### src/rtl/sbw_pkg.sv
package sbw_pkg;

    // Access size codes on host_size
    localparam logic [1:0] SZ_BYTE = 2'd0;
    localparam logic [1:0] SZ_HALF = 2'd1;
    localparam logic [1:0] SZ_WORD = 2'd2;
    localparam logic [1:0] SZ_BAD  = 2'd3;

    // Controller states
    typedef enum logic [2:0] {
        ST_IDLE  = 3'd0,
        ST_FETCH = 3'd1,
        ST_MERGE = 3'd2,
        ST_WRITE = 3'd3,
        ST_DONE  = 3'd4
    } bstate_t;

    // Decoded destination
    typedef enum logic [1:0] {
        TGT_NONE = 2'd0,
        TGT_CORE = 2'd1,
        TGT_DMA  = 2'd2,
        TGT_CTL  = 2'd3
    } tgt_t;

endpackage

### src/rtl/sbw_decode.sv
module sbw_decode
    import sbw_pkg::*;
#(
    parameter int ADDR_W   = 7,
    parameter int IDX_W    = 4,
    parameter int OFF_W    = 2,
    parameter int CORE_END = 64,
    parameter int DMA_END  = 96,
    parameter int CTL_ADDR = 112
) (
    input  logic [ADDR_W-1:0] addr,
    input  logic [1:0]        size,
    output tgt_t              tgt,
    output logic [IDX_W-1:0]  idx,
    output logic              bad
);

    localparam int WA_W = ADDR_W - OFF_W;

    logic [WA_W-1:0]  word_addr;
    logic [OFF_W-1:0] off;

    assign word_addr = addr[ADDR_W-1:OFF_W];
    assign off       = addr[OFF_W-1:0];

    always_comb begin
        tgt = TGT_NONE;
        idx = '0;
        if (addr < ADDR_W'(CORE_END)) begin
            tgt = TGT_CORE;
            idx = addr[OFF_W +: IDX_W];
        end else if (addr < ADDR_W'(DMA_END)) begin
            tgt = TGT_DMA;
            idx = addr[OFF_W +: IDX_W] - IDX_W'(CORE_END >> OFF_W);
        end else if (word_addr == WA_W'(CTL_ADDR >> OFF_W)) begin
            tgt = TGT_CTL;
            idx = '0;
        end
    end

    // A half-word that would straddle two words, or the unused size code
    always_comb begin
        bad = (size == SZ_BAD) || ((size == SZ_HALF) && (off == '1));
    end

endmodule

### src/rtl/sbw_lane.sv
module sbw_lane
    import sbw_pkg::*;
#(
    parameter int LANES = 4,
    parameter int OFF_W = 2
) (
    input  logic [1:0]           size,
    input  logic [OFF_W-1:0]     off,
    input  logic [8*LANES-1:0]   new_data,
    input  logic [8*LANES-1:0]   old_word,
    input  logic [8*LANES-1:0]   raw_word,
    output logic [8*LANES-1:0]   merged,
    output logic [8*LANES-1:0]   extracted
);

    localparam int CNT_W  = OFF_W + 1;
    localparam int DATA_W = 8 * LANES;

    logic [CNT_W-1:0]  nbytes;
    logic [CNT_W-1:0]  first;
    logic [CNT_W-1:0]  last_x;
    logic [DATA_W-1:0] up_shift;
    logic [DATA_W-1:0] dn_shift;

    always_comb begin
        unique case (size)
            SZ_BYTE: nbytes = CNT_W'(1);
            SZ_HALF: nbytes = CNT_W'(2);
            default: nbytes = CNT_W'(LANES);
        endcase
    end

    assign first    = {1'b0, off};
    assign last_x   = first + nbytes;
    assign up_shift = new_data << {off, 3'b000};
    assign dn_shift = raw_word >> {off, 3'b000};

    for (genvar b = 0; b < LANES; b++) begin : g_lane
        logic in_write;
        logic in_read;
        assign in_write = (CNT_W'(b) >= first) && (CNT_W'(b) < last_x);
        assign in_read  = CNT_W'(b) < nbytes;
        assign merged[8*b +: 8]    = in_write ? up_shift[8*b +: 8] : old_word[8*b +: 8];
        assign extracted[8*b +: 8] = in_read  ? dn_shift[8*b +: 8] : 8'h00;
    end

endmodule

### src/rtl/sbw_shadow.sv
module sbw_shadow #(
    parameter int DEPTH  = 16,
    parameter int IDX_W  = 4,
    parameter int DATA_W = 32
) (
    input  logic              clk,
    input  logic              rst_n,
    input  logic              wr_en,
    input  logic [IDX_W-1:0]  wr_idx,
    input  logic [DATA_W-1:0] wr_data,
    input  logic [IDX_W-1:0]  rd_idx,
    output logic [DATA_W-1:0] rd_data
);

    logic [DATA_W-1:0] mem [DEPTH];

    for (genvar e = 0; e < DEPTH; e++) begin : g_entry
        always_ff @(posedge clk or negedge rst_n) begin
            if (!rst_n) begin
                mem[e] <= '0;
            end else if (wr_en && (wr_idx == IDX_W'(e))) begin
                mem[e] <= wr_data;
            end
        end
    end

    assign rd_data = mem[rd_idx];


    shadow_store_chk: assert property (@(posedge clk) disable iff (!rst_n)
        wr_en |=> (mem[$past(wr_idx)] == $past(wr_data)));

endmodule

### src/rtl/subword_reg_bridge.sv
module subword_reg_bridge
    import sbw_pkg::*;
#(
    parameter int DATA_W    = 32,
    parameter int ADDR_W    = 7,
    parameter int CORE_REGS = 16,
    parameter int DMA_REGS  = 8,
    parameter int CORE_END  = 64,
    parameter int DMA_END   = 96,
    parameter int CTL_ADDR  = 112
) (
    input  logic              clk,
    input  logic              rst_n,
    input  logic              host_valid,
    output logic              host_ready,
    input  logic              host_write,
    input  logic [ADDR_W-1:0] host_addr,
    input  logic [1:0]        host_size,
    input  logic [DATA_W-1:0] host_wdata,
    output logic              host_done,
    output logic [DATA_W-1:0] host_rdata,
    output logic [2:0]        tgt_sel,
    output logic              tgt_rd,
    output logic              tgt_wr,
    output logic [3:0]        tgt_idx,
    output logic [DATA_W-1:0] tgt_wdata,
    input  logic [DATA_W-1:0] core_rdata,
    input  logic [DATA_W-1:0] dma_rdata,
    input  logic [DATA_W-1:0] ctl_rdata
);

    localparam int LANES   = DATA_W / 8;
    localparam int OFF_W   = $clog2(LANES);
    localparam int IDX_W   = 4;
    localparam int CORE_IW = $clog2(CORE_REGS);

    bstate_t state, state_nx;

    // Decode of the presented request
    tgt_t             dec_tgt;
    logic [IDX_W-1:0] dec_idx;
    logic             dec_bad;
    logic             direct_wr;

    // Latched request
    logic              rq_write;
    logic [OFF_W-1:0]  rq_off;
    logic [1:0]        rq_size;
    logic [DATA_W-1:0] rq_wdata;
    tgt_t              rq_tgt;
    logic [IDX_W-1:0]  rq_idx;

    logic              accept;
    logic [DATA_W-1:0] raw_word;
    logic [DATA_W-1:0] old_word;
    logic [DATA_W-1:0] shadow_word;
    logic [DATA_W-1:0] merged;
    logic [DATA_W-1:0] extracted;
    logic              shadow_we;

    sbw_decode #(
        .ADDR_W   (ADDR_W),
        .IDX_W    (IDX_W),
        .OFF_W    (OFF_W),
        .CORE_END (CORE_END),
        .DMA_END  (DMA_END),
        .CTL_ADDR (CTL_ADDR)
    ) u_decode (
        .addr (host_addr),
        .size (host_size),
        .tgt  (dec_tgt),
        .idx  (dec_idx),
        .bad  (dec_bad)
    );

    sbw_lane #(
        .LANES (LANES),
        .OFF_W (OFF_W)
    ) u_lane (
        .size      (rq_size),
        .off       (rq_off),
        .new_data  (rq_wdata),
        .old_word  (old_word),
        .raw_word  (raw_word),
        .merged    (merged),
        .extracted (extracted)
    );

    sbw_shadow #(
        .DEPTH  (CORE_REGS),
        .IDX_W  (CORE_IW),
        .DATA_W (DATA_W)
    ) u_shadow (
        .clk     (clk),
        .rst_n   (rst_n),
        .wr_en   (shadow_we),
        .wr_idx  (rq_idx[CORE_IW-1:0]),
        .wr_data (tgt_wdata),
        .rd_idx  (rq_idx[CORE_IW-1:0]),
        .rd_data (shadow_word)
    );

    assign accept    = host_valid && (state == ST_IDLE);
    assign direct_wr = ((host_size == SZ_WORD) && (host_addr[OFF_W-1:0] == '0))
                     || (dec_tgt == TGT_CORE);

    // State register
    always_ff @(posedge clk or negedge rst_n) begin
        if (!rst_n) begin
            state <= ST_IDLE;
        end else begin
            state <= state_nx;
        end
    end

    // Next-state logic
    always_comb begin
        state_nx = state;
        unique case (state)
            ST_IDLE: begin
                if (host_valid) begin
                    if (dec_bad || (dec_tgt == TGT_NONE)) begin
                        state_nx = ST_DONE;
                    end else if (host_write && direct_wr) begin
                        state_nx = ST_WRITE;
                    end else begin
                        state_nx = ST_FETCH;
                    end
                end
            end
            ST_FETCH: state_nx = ST_MERGE;
            ST_MERGE: state_nx = ST_DONE;
            ST_WRITE: state_nx = ST_DONE;
            ST_DONE:  state_nx = ST_IDLE;
            default:  state_nx = ST_IDLE;
        endcase
    end

    // Request capture and read result register
    always_ff @(posedge clk or negedge rst_n) begin
        if (!rst_n) begin
            rq_write   <= 1'b0;
            rq_off     <= '0;
            rq_size    <= SZ_BYTE;
            rq_wdata   <= '0;
            rq_tgt     <= TGT_NONE;
            rq_idx     <= '0;
            host_rdata <= '0;
        end else if (accept) begin
            rq_write   <= host_write;
            rq_off     <= host_addr[OFF_W-1:0];
            rq_size    <= host_size;
            rq_wdata   <= host_wdata;
            rq_tgt     <= dec_bad ? TGT_NONE : dec_tgt;
            rq_idx     <= dec_idx;
            host_rdata <= '0;
        end else if ((state == ST_MERGE) && !rq_write) begin
            host_rdata <= extracted;
        end
    end

    // Returned word of the selected target
    always_comb begin
        unique case (rq_tgt)
            TGT_CORE: raw_word = core_rdata;
            TGT_DMA:  raw_word = dma_rdata;
            TGT_CTL:  raw_word = ctl_rdata;
            default:  raw_word = '0;
        endcase
    end

    // Current value to merge against: fetched word or core shadow
    assign old_word  = (state == ST_MERGE) ? raw_word : shadow_word;
    assign shadow_we = tgt_wr && (rq_tgt == TGT_CORE);

    // Output logic
    always_comb begin
        host_ready = 1'b0;
        host_done  = 1'b0;
        tgt_rd     = 1'b0;
        tgt_wr     = 1'b0;
        unique case (state)
            ST_IDLE:  host_ready = 1'b1;
            ST_FETCH: tgt_rd     = 1'b1;
            ST_MERGE: tgt_wr     = rq_write;
            ST_WRITE: tgt_wr     = 1'b1;
            ST_DONE:  host_done  = 1'b1;
            default:  host_ready = 1'b0;
        endcase
        tgt_sel = 3'b000;
        if (tgt_rd || tgt_wr) begin
            unique case (rq_tgt)
                TGT_CORE: tgt_sel = 3'b001;
                TGT_DMA:  tgt_sel = 3'b010;
                TGT_CTL:  tgt_sel = 3'b100;
                default:  tgt_sel = 3'b000;
            endcase
        end
        tgt_idx   = rq_idx;
        tgt_wdata = merged;
    end


    busy_after_accept_chk: assert property (@(posedge clk) disable iff (!rst_n)
        (host_valid && host_ready) |=> !host_ready);


    sel_onehot_chk: assert property (@(posedge clk) disable iff (!rst_n)
        (tgt_rd || tgt_wr) |-> ($countones(tgt_sel) == 1));


    fetch_then_write_chk: assert property (@(posedge clk) disable iff (!rst_n)
        (tgt_rd && rq_write) |=> (tgt_wr && !tgt_rd && $stable(tgt_sel) && $stable(tgt_idx)));


    read_no_write_chk: assert property (@(posedge clk) disable iff (!rst_n)
        (tgt_rd && !rq_write) |=> (!tgt_wr && !tgt_rd));


    write_then_done_chk: assert property (@(posedge clk) disable iff (!rst_n)
        tgt_wr |=> host_done);


    drop_done_chk: assert property (@(posedge clk) disable iff (!rst_n)
        (host_valid && host_ready && (dec_bad || (dec_tgt == TGT_NONE))) |=> (host_done && !tgt_rd && !tgt_wr));

endmodule

### config.mk
export PLATFORM = sky130hd
export DESIGN_NAME = subword_reg_bridge
export DESIGN_NICKNAME = d
export VERILOG_FILES = /design/src/rtl/sbw_pkg.sv /design/src/rtl/sbw_decode.sv /design/src/rtl/sbw_lane.sv /design/src/rtl/sbw_shadow.sv /design/src/rtl/subword_reg_bridge.sv
export SDC_FILE = /design/constraint.sdc
export NUM_CORES = 1
export LEC_CHECK = 0
export BUFFER_PORTS_ARGS = -buffer_cell sky130_fd_sc_hd__buf_2
export CAP_MARGIN = 20
export CORE_MARGIN = 2
export CORE_UTILIZATION = 61
export CTS_CLUSTER_DIAMETER = 50
export CTS_CLUSTER_SIZE = 40
export DETAILED_ROUTE_END_ITERATION = 8
export HOLD_SLACK_MARGIN = 0.03
export PLACE_DENSITY = 0.81
export SYNTH_ARGS = -nofsm -noshare
export SYNTH_HDL_FRONTEND = slang
export SYNTH_SLANG_ARGS = --single-unit
### constraint.sdc
create_clock -name clk -period 3.3 [get_ports clk]
set_input_delay 0.33 -clock clk [delete_from_list [all_inputs] [get_ports clk]]
set_output_delay 0.33 -clock clk [all_outputs]
set_load 0.01 [all_outputs]
* After elaboration in Yosys (flattened, before gate mapping)
Index checks and enable logic that the tools add are counted.
Operators by class: add/sub/neg operators 1, order comparisons 15, eq/ne operators 30, shift operators 2, multiplexer cells 32, bitwise gates (word level) 1, reductions and logical operators 38
Operators by type and width (count):
- 32-bit 2-to-1 mux | 5
- 32-bit binary-select mux with 4-bit select | 1
- 32-bit case mux with 3 select lines | 1
- 8-bit 2-to-1 mux | 8
- 4-bit equality test, second input constant | 8
- 32-bit by 5-bit left shift with 32-bit output | 1
- 32-bit by 5-bit >> shifter with 32-bit output | 1
- 1-bit logical AND | 26
- 3-bit case mux with 3 select lines | 2
- 4-bit by 3-bit equality test with 1-bit output, second input constant | 4
- 7-bit < comparator, second input constant | 2
- 1-bit by 3-bit < comparator with 1-bit output, first input constant | 4
- 2-bit by 3-bit < comparator with 1-bit output, first input constant | 4
- 2-bit equality test, second input constant | 5
- 2-bit 2-to-1 mux | 5
- 3-bit 2-to-1 mux | 3
- 2-bit by 1-bit equality test with 1-bit output, second input constant | 4
- 4-bit by 2-bit equality test with 1-bit output, second input constant | 2
- 4-bit 2-to-1 mux | 2
- 3-bit by 2-bit equality test with 1-bit output, second input constant | 2
- 2-bit zero test | 3
- 3-bit case mux with 2 select lines | 1
- 5-bit equality test, second input constant | 1
- 5-bit greater-or-equal comparator, second input constant | 1
- 16 further kinds | 23
Storage, ports and cells: bits in registers 590, input port bits 141, output and inout bits 75, logic and storage cells 143

* Logic depth before layout (Yosys ltp)
Gate-level depths: netlist (run 1).
depth in word-level cells 11, depth in mapped cells 10, gate-level depth less buffers 8

* Hierarchy
Synthesis (run 1) repeated with hierarchy kept, for this count alone.
Unflattened totals: cells, all modules 1908, area total of the unflattened synthesis 28564.9 sq um
Modules (own cells, without submodules):
- sbw_shadow | times used 1, cells an instance 1405, area an instance 22770.6 sq um, seq. area each 12812.3 sq um
- subword_reg_bridge | times used 1, cells an instance 309, area an instance 4220.3 sq um, seq. area each 1951.9 sq um
- sbw_lane | times used 1, cells an instance 183, area an instance 1511.4 sq um, seq. area each 0.0 sq um
- sbw_decode | times used 1, cells an instance 11, area an instance 62.6 sq um, seq. area each 0.0 sq um

* Worst setup path after synthesis (run 1)
No wires, ideal clock.
path type register -> output, start register rq_size[0], end output tgt_wdata[22], arrival time 2.580 ns, data required time 2.970 ns, path slack 0.390 ns, stages on the path, launching flop included 11, buffers on the path 2, cells stage by stage dfrtp_1 -> nor2_1 -> ha_1 -> fa_1 -> xnor2_1 -> a22oi_1 -> clkbuf_1 -> o21ai_0 -> a21boi_2 -> buf_6 -> inv_2
On the way: cells in the longest elaborated chain, start to end 6, elaborated cells on any way between the ends 7, those cells by class add/sub (1); order compare (1); eq/ne (1); mux (2); reduce/logical (2)
Ends and longest elaborated chain:
- start, declared | RTL line subword_reg_bridge.sv:48 | logic [1:0] rq_size;
- start signal, assigned | RTL line subword_reg_bridge.sv:152 | rq_size <= host_size;
- 2-bit by 1-bit equality test with 1-bit output or 2-bit zero test (tied branches) | RTL line sbw_lane.sv:26 | unique case (size)
- 3-bit case mux with 2 select lines (*) | RTL line sbw_lane.sv:26
- 2-bit by 3-bit adder with 3-bit output (*) | RTL line sbw_lane.sv:34 | assign last_x = first + nbytes;
- 2-bit by 3-bit < comparator with 1-bit output (*) | RTL line sbw_lane.sv:41 | assign in_write = (CNT_W'(b) >= first) && (CNT_W'(b) < last_x);
- 1-bit logical AND (*) | RTL line sbw_lane.sv:41
- 8-bit 2-to-1 mux (*) | RTL line sbw_lane.sv:43 | assign merged[8*b +: 8] = in_write ? up_shift[8*b +: 8] : old_word[8*b +: 8];
- end, declared | RTL line subword_reg_bridge.sv:26 | output logic [DATA_W-1:0] tgt_wdata,
Every way passes the cells marked *; elsewhere a longest branch is shown, timed or not.

* Worst setup path after layout (run 1)
start register rq_idx[1] (netlist: tgt_idx[1]), end output tgt_wdata[13]
On the way: cells in the longest elaborated chain, start to end 6
Ends and longest elaborated chain:
- start, declared | RTL line subword_reg_bridge.sv:51 | logic [IDX_W-1:0] rq_idx;
- start signal, assigned | RTL line subword_reg_bridge.sv:155 | rq_idx <= dec_idx;
- 4-bit inverter with 5-bit output (not written as such) | RTL line sbw_shadow.sv:27 | assign rd_data = mem[rd_idx];
- 32-bit binary-select mux with 4-bit select | RTL line sbw_shadow.sv:27
- 32-bit 2-to-1 mux (not written as such) (2 in a row) | RTL line sbw_shadow.sv:27
- 32-bit 2-to-1 mux | RTL line subword_reg_bridge.sv:173 | assign old_word = (state == ST_MERGE) ? raw_word : shadow_word;
- 8-bit 2-to-1 mux | RTL line sbw_lane.sv:43
No other way between the ends. The select of a mux whose other input is x is not followed.

==> metrics.txt, run 1 <==
Yosys cell types between 60 and 70; vias 24400; Ys Warns 0; crit path DAT ~3.1 ns; Synth area leaders dfrtp_1 52%, mux4_2 6.5%, nand2_1 5.9%; vias in the first global route 24100; grt ovf 0; P per Cell Area approximately 960 nW/um2; reg-to-reg slack, setup 0.41 ns; final worst slack -0.165 ns; Root Buffer clkbuf_16; share of cells above drive strength 1 27.8%; Clock Skew 0.0412 ns; minimum clock period 3.47 ns; antenna violations before repair 3; Starting Density between 60% and 70%; CTS tree done; die height between 200 and 250 um; flops & latches, synth 590; Worst EP required about 3.0 ns; CTS sink cnt between 500 and 600; die area ~48000 um2; most instantiated library cell after synthesis dfrtp_1; CP Capture Type output pin; # port buffers ~220; worst skew pair latency 0.63 ns; average cell area after synthesis roughly 10 um2; Final Hold Viols 0; Post-synth EDFFs 0; top_reg_cell synth dfrtp_1; Core ar. approximately 46000 um2; 1st-pass router iterations 8; post-DR vias/cell between 6 and 7; area post-placement between 30000 and 40000 um2; RSZ-0062 raised after global routing true; Core Rows 78; cell area after synthesis 28300 um2; worst-path fanout max 12; worst rel slew slack roughly 45%; post-DP HPWL 59900 um; total power about 32000 uW; largest net degree at the start of global routing between 90 and 100; Finish-stage setup viols 9; DRT iter0 DRCs approximately 3300; DRC errors left 0; Max Clk Rate between 200 and 300 MHz; Mapped Nets around 2900; Final #Nets 3174; CP Launch Type flip-flop; WL/cell between 20 and 30 um; GPL Wtd Cong between 0.9 and 1; first-pass GRT wire length between 100000 and 150000 um; Area growth syn-to-layout 18.0%; violated checks negative setup slack; die width about 220 um; post-route cell area between 30000 and 40000 um2; Max Buffers Root-to-Sink 3; I/O Pins approximately 220; top cell type by total area after synthesis dfrtp_1; Leak approximately 0.015 uW; max-cap violations 0; Reg clk slew, reported paths 0.09 ns; Total Wirelength about 95000 um; Synth top cells by count 590 x dfrtp_1, 446 x nand2_1, 320 x nor2_1, 263 x o21ai_0, 195 x a21oi_1; largest vdd supply drop 0.000999 V; Crit Path Category reg2out; status finished, violations left; area share of the leading cell type in the synthesized netlist a little over half; sequential share of the synthesized area between 50% and 60%; worst slew pin tran between 0.8 and 0.9 ns; max-slew violations 0; part of the cycle the worst path needs 105%; Tightest Hold Check Type in2reg; ys async rst share 100%; Max H-tree Level 2; Synth Instances roughly 2800; All-Layer GR Usage between 30% and 40%; clock buffer count from CTS 46; Fill cells around 2800; Final ANT Viol Nets 0
==> final cells by class <==
class,count,area [um2],share of cell area (%)
multi-input combinational,1890,12600,37.5
clock buffer,48,1190,3.56
inverter,34,130,0.389
tap,600,751,2.24
sequential,590,14800,44.2
clock inverter,37,505,1.51
timing repair buffer,468,3530,10.5
antenna,4,10.0,0.0299
==> sequential cells by signal (all words and copies together) (netlist names) <==
name and count:
rq_tgt 2, rq_wdata 32, state 3, host_rdata 32, rq_write 1, rq_off 2
u_shadow.mem 512, rq_size 2, tgt_idx 4
==> critical path, cell delays in order (launching register included) <==
cell     delay [ns]
dfrtp_4        0.46
buf_12         0.15
buf_12         0.17
mux4_2         0.52
a22o_1         0.22
nor4b_4        0.49
o22a_4         0.29
inv_2          0.05
buf_6          0.12
==> cells in the final DEF, fill, tap and decap left out, types with 12 or more instances in the layout <==
| master | count |
|---|---|
| a21boi_4 | 12 |
| a21oi_1 | 190 |
| a21oi_2 | 78 |
| a22o_1 | 45 |
| a22oi_1 | 24 |
| buf_12 | 16 |
| buf_2 | 207 |
| buf_4 | 174 |
| buf_6 | 18 |
| clkbuf_16 | 49 |
| dfrtp_1 | 584 |
| dlygate4sd3_1 | 42 |
| inv_1 | 21 |
| inv_2 | 12 |
| mux2_2 | 65 |
| mux2_4 | 13 |
| mux2i_1 | 83 |
| mux4_2 | 82 |
| nand2_1 | 445 |
| nand3_1 | 16 |
| nand4_1 | 26 |
| nor2_1 | 317 |
| o21ai_0 | 254 |
| o21ai_1 | 23 |
| o22a_1 | 31 |
==> through the flow <==
step           util (%)  hold WS, ns  setup slack (ns)  cells  TNS (ns)
2_1_floorplan         -       0.0344             0.390   2755         0
3_3_place_gp       66.8        0.425             0.124   3493         0
3_5_place_dp       66.8        0.432             0.103   3493         0
4_1_cts            72.5       0.0372           -0.0268   3642   -0.0326
5_1_grt            73.4       0.0329            -0.189   3667    -0.530
6_report           73.4       0.0447            -0.165   3671    -0.253
==> logic make-up (layout without fill, tap and decap cells) <==
logic type / count (synthesis) / count (layout) / share of synthesized area [%]
adder cells (fa/ha/maj): 3 / 3 / 0.159
XOR/XNOR: 2 / 2 / 0.0618
AO/OA/AOI/OAI: 757 / 757 / 17.3
other: 0 / 4 / 0
flip-flops: 590 / 590 / 52.1
buffers and inverters: 275 / 587 / 4.83
multiplexers: 245 / 245 / 12.8
AND/OR/NAND/NOR: 883 / 883 / 12.8
==> routing by layer <==
layer | vias to the layer above | GRT usage [%] | wire length [um]
li1 | 10200 | - | -
met1 | 12000 | 48.2 | 32500
met4 | 6 | 29.3 | 7710
met2 | 1728 | 59.9 | 43900
met3 | 472 | 10.2 | 11300
met5 | - | 0 | 64
==> power breakdown <==
| group | switching, uW | internal (uW) |
|---|---|---|
| Clock | 3180 | 3030 |
| Sequential | 931 | 8400 |
| Combinational | 10200 | 6230 |
| Total | 14300 | 17700 |
==> timing repair <==
action                                  in CTS  in global routing
hold buffers                                42                  0
endpoints found under the setup margin      31                 28
gates cloned                                 5                  2
hold endpoints to repair                   117                  0
buffers inserted                            18                 26
resized for setup                           53                 58
pin swaps                                   14                 37
==> path summary, 6_finish.rpt <==
| path | start | depth (start not counted) | endpoint |
|---|---|---|---|
| worst max-delay path | tgt_idx[1] | 8 | tgt_wdata[13] |
| worst min-delay path | host_addr[2] | 3 | tgt_idx[0] |
| worst max register to register | rq_size[1] | 13 | u_shadow.mem[268] |
| worst min register to register | u_shadow.mem[353] | 2 | u_shadow.mem[353] |
| max in group asynchronous | rst_n | 3 | u_shadow.mem[228] |
| min in group asynchronous | rst_n | 2 | u_shadow.mem[317] |
No activity file was read; power rests on OpenSTA's default activity.
==> inputs of run 2 (changes only) <==
- GPL_TIMING_DRIVEN: default -> 0
==> metrics.txt, run 2 (synthesized netlist as in run 1, its figures left out) <==
antenna violations before repair 6; vias in the first global route roughly 25000; CP Capture Type output pin; max-cap violations 0; Crit path largest cell delay 0.68 ns; die area approximately 48000 um2; worst-path fanout max 10; grt ovf 0; Max Buffers Root-to-Sink 3; Final ANT Viol Nets 0; Leak 0.0153 uW; worst skew pair latency approximately 0.65 ns; Area growth syn-to-layout 23.9%; Sw Share between 40 and 50%; Worst EP required ~3 ns; status finished, violations left; Cell Chain, Critical Path buf_2 > buf_2 > mux2i_1 > nand2_1 > o211ai_1 > a21boi_4 > buf_6 > inv_4 > buf_6; Hold Path Sink tgt_idx[2]; hold slack 0.0479 ns; worst rel slew slack between 30% and 40%; 1st-pass router iterations 6; violated checks negative setup slack; WL/cell 27.2 um; Core ar. around 46000 um2; CP Buf/Inv Count 5; I/O Pins around 220; RSZ-0062 raised after global routing true; first-pass GRT wire length approximately 150000 um; Clock Skew roughly 0.027 ns; Final #Nets ~3400; max-slew violations 0; clock group share of total power ~17%; DRT iter0 DRCs roughly 3600; Reg with most FFs u_shadow.mem; Tightest Hold Check Type in2reg; r2r endpoint u_shadow.mem[249]; share of cells above drive strength 1 between 20% and 30%; Final Hold Viols 0; Largest register FFs about 510; total power 36800 uW; Reg clk slew, reported paths about 0.080 ns; register share of total power approximately a quarter; fin util between 70% and 80%; part of the cycle the worst path needs 110%; P per Cell Area about 1000 nW/um2; CP max-delay cell mux2i_1; CTS tree done; final worst slack -0.343 ns; Gate power share between 50 and 60%; Total Negative Setup Slacks -5.71 ns; # port buffers about 220; Cells on Worst Hold Path 3; worst r2r src tgt_idx[1]; minimum clock period ~3.6 ns; Root Buffer clkbuf_16; die height approximately 220 um; All-Layer GR Usage between 40% and 50%; commonest non-fill, non-tap cells in the layout 586 x dfrtp_1, 445 x nand2_1, 316 x nor2_1, 251 x o21ai_0, 226 x buf_2; Max H-tree Level 2; clock buffer count from CTS 47; post-DP HPWL 67800 um; Crit Path Category reg2out; commonest non-fill, non-tap cell in the layout dfrtp_1; GPL Wtd Cong between 1 and 1.5; hold path startpoint host_addr[4]; Pint between 20000 and 25000 uW; die width 220 um; Total Wirelength around 100000 um; largest net degree at the start of global routing 125; crit path from rq_off[0]; worst slew pin tran between 0.9 and 1 ns; Starting Density 62.2%; Core Rows 78; largest vdd supply drop 0.00171 V; post-DR vias/cell between 6 and 7; reg2reg path depth 9; reg-to-reg slack, setup roughly 0.17 ns; CP delay by family, top buffers and inverters; Largest regs u_shadow.mem (512), host_rdata (32), rq_wdata (32); Max Clk Rate 274 MHz; sw power roughly 16000 uW; CTS sink cnt 590; CP Launch Type flip-flop; vias about 26000; Finish-stage setup viols 32; crit path DAT 3.31 ns; DRC errors left 0
-- run 2: cell type report --
class | count | area [um2]
flip-flops and latches | 590 | 14800
multi-input cells | 1893 | 12900
fillers | 2805 | 10500
repair buffers | 421 | 3180
plain buffers | 233 | 1650
clock buffers | 50 | 1210
well taps | 600 | 751
clock inverters | 38 | 442
inverters | 34 | 153
diodes | 1 | 2.50
-- run 2: how the worst max path moves through the flow --
stage / cells after the start / to
final: 9 / tgt_wdata[29]
after global routing: 10 / tgt_wdata[31]
after CTS: 10 / tgt_wdata[31]
after detailed placement: 10 / tgt_wdata[18]
after global placement: 1 / rq_wdata[8]
after floorplan: 10 / tgt_wdata[22]
-- run 2: stage by stage --
step	std cells	cell area [um2]	worst slack, ns
2_1_floorplan	2755	28300	0.390
3_3_place_gp	3570	30200	-9.50
3_5_place_dp	3576	30300	-0.804
4_1_cts	3807	34400	-0.179
5_1_grt	3859	35100	-0.310
6_report	3860	35100	-0.343
-- run 2: power by group through the flow --
stage | Clock, uW | Combinational (uW) | Sequential (uW)
6_report | 6130 | 21400 | 9240
5_1_grt | 6410 | 21900 | 9310
4_1_cts | 6090 | 19100 | 9150
3_5_place_dp | 0 | 13800 | 9280
3_3_place_gp | 0 | 13500 | 9210
2_1_floorplan | 0 | 9020 | 9020
-- run 2: metal layers --
metal	routed length, um	global-route usage, %
met1	35300	52.8
met2	47800	64.9
met3	12300	11.5
met4	9450	30.6
met5	61	0
-- run 2: what timing repair did --
action                                  4_1_cts  5_1_grt
setup buffers                               100       56
resized for setup                           269       76
endpoints found under the setup margin      180       32
pin swaps                                    81       53
hold endpoints to repair                     79        0
gates cloned                                  8        4
hold buffers                                 39        0
-- run 2: worst register-to-register path, stage by stage (launching register included) --
cell,delay [ns]
dfrtp_2,0.48
buf_12,0.16
buf_16,0.15
buf_6,0.14
buf_16,0.13
buf_4,0.19
nor2_1,0.56
and3_1,0.36
clkbuf_1,0.62
a21oi_1,0.17
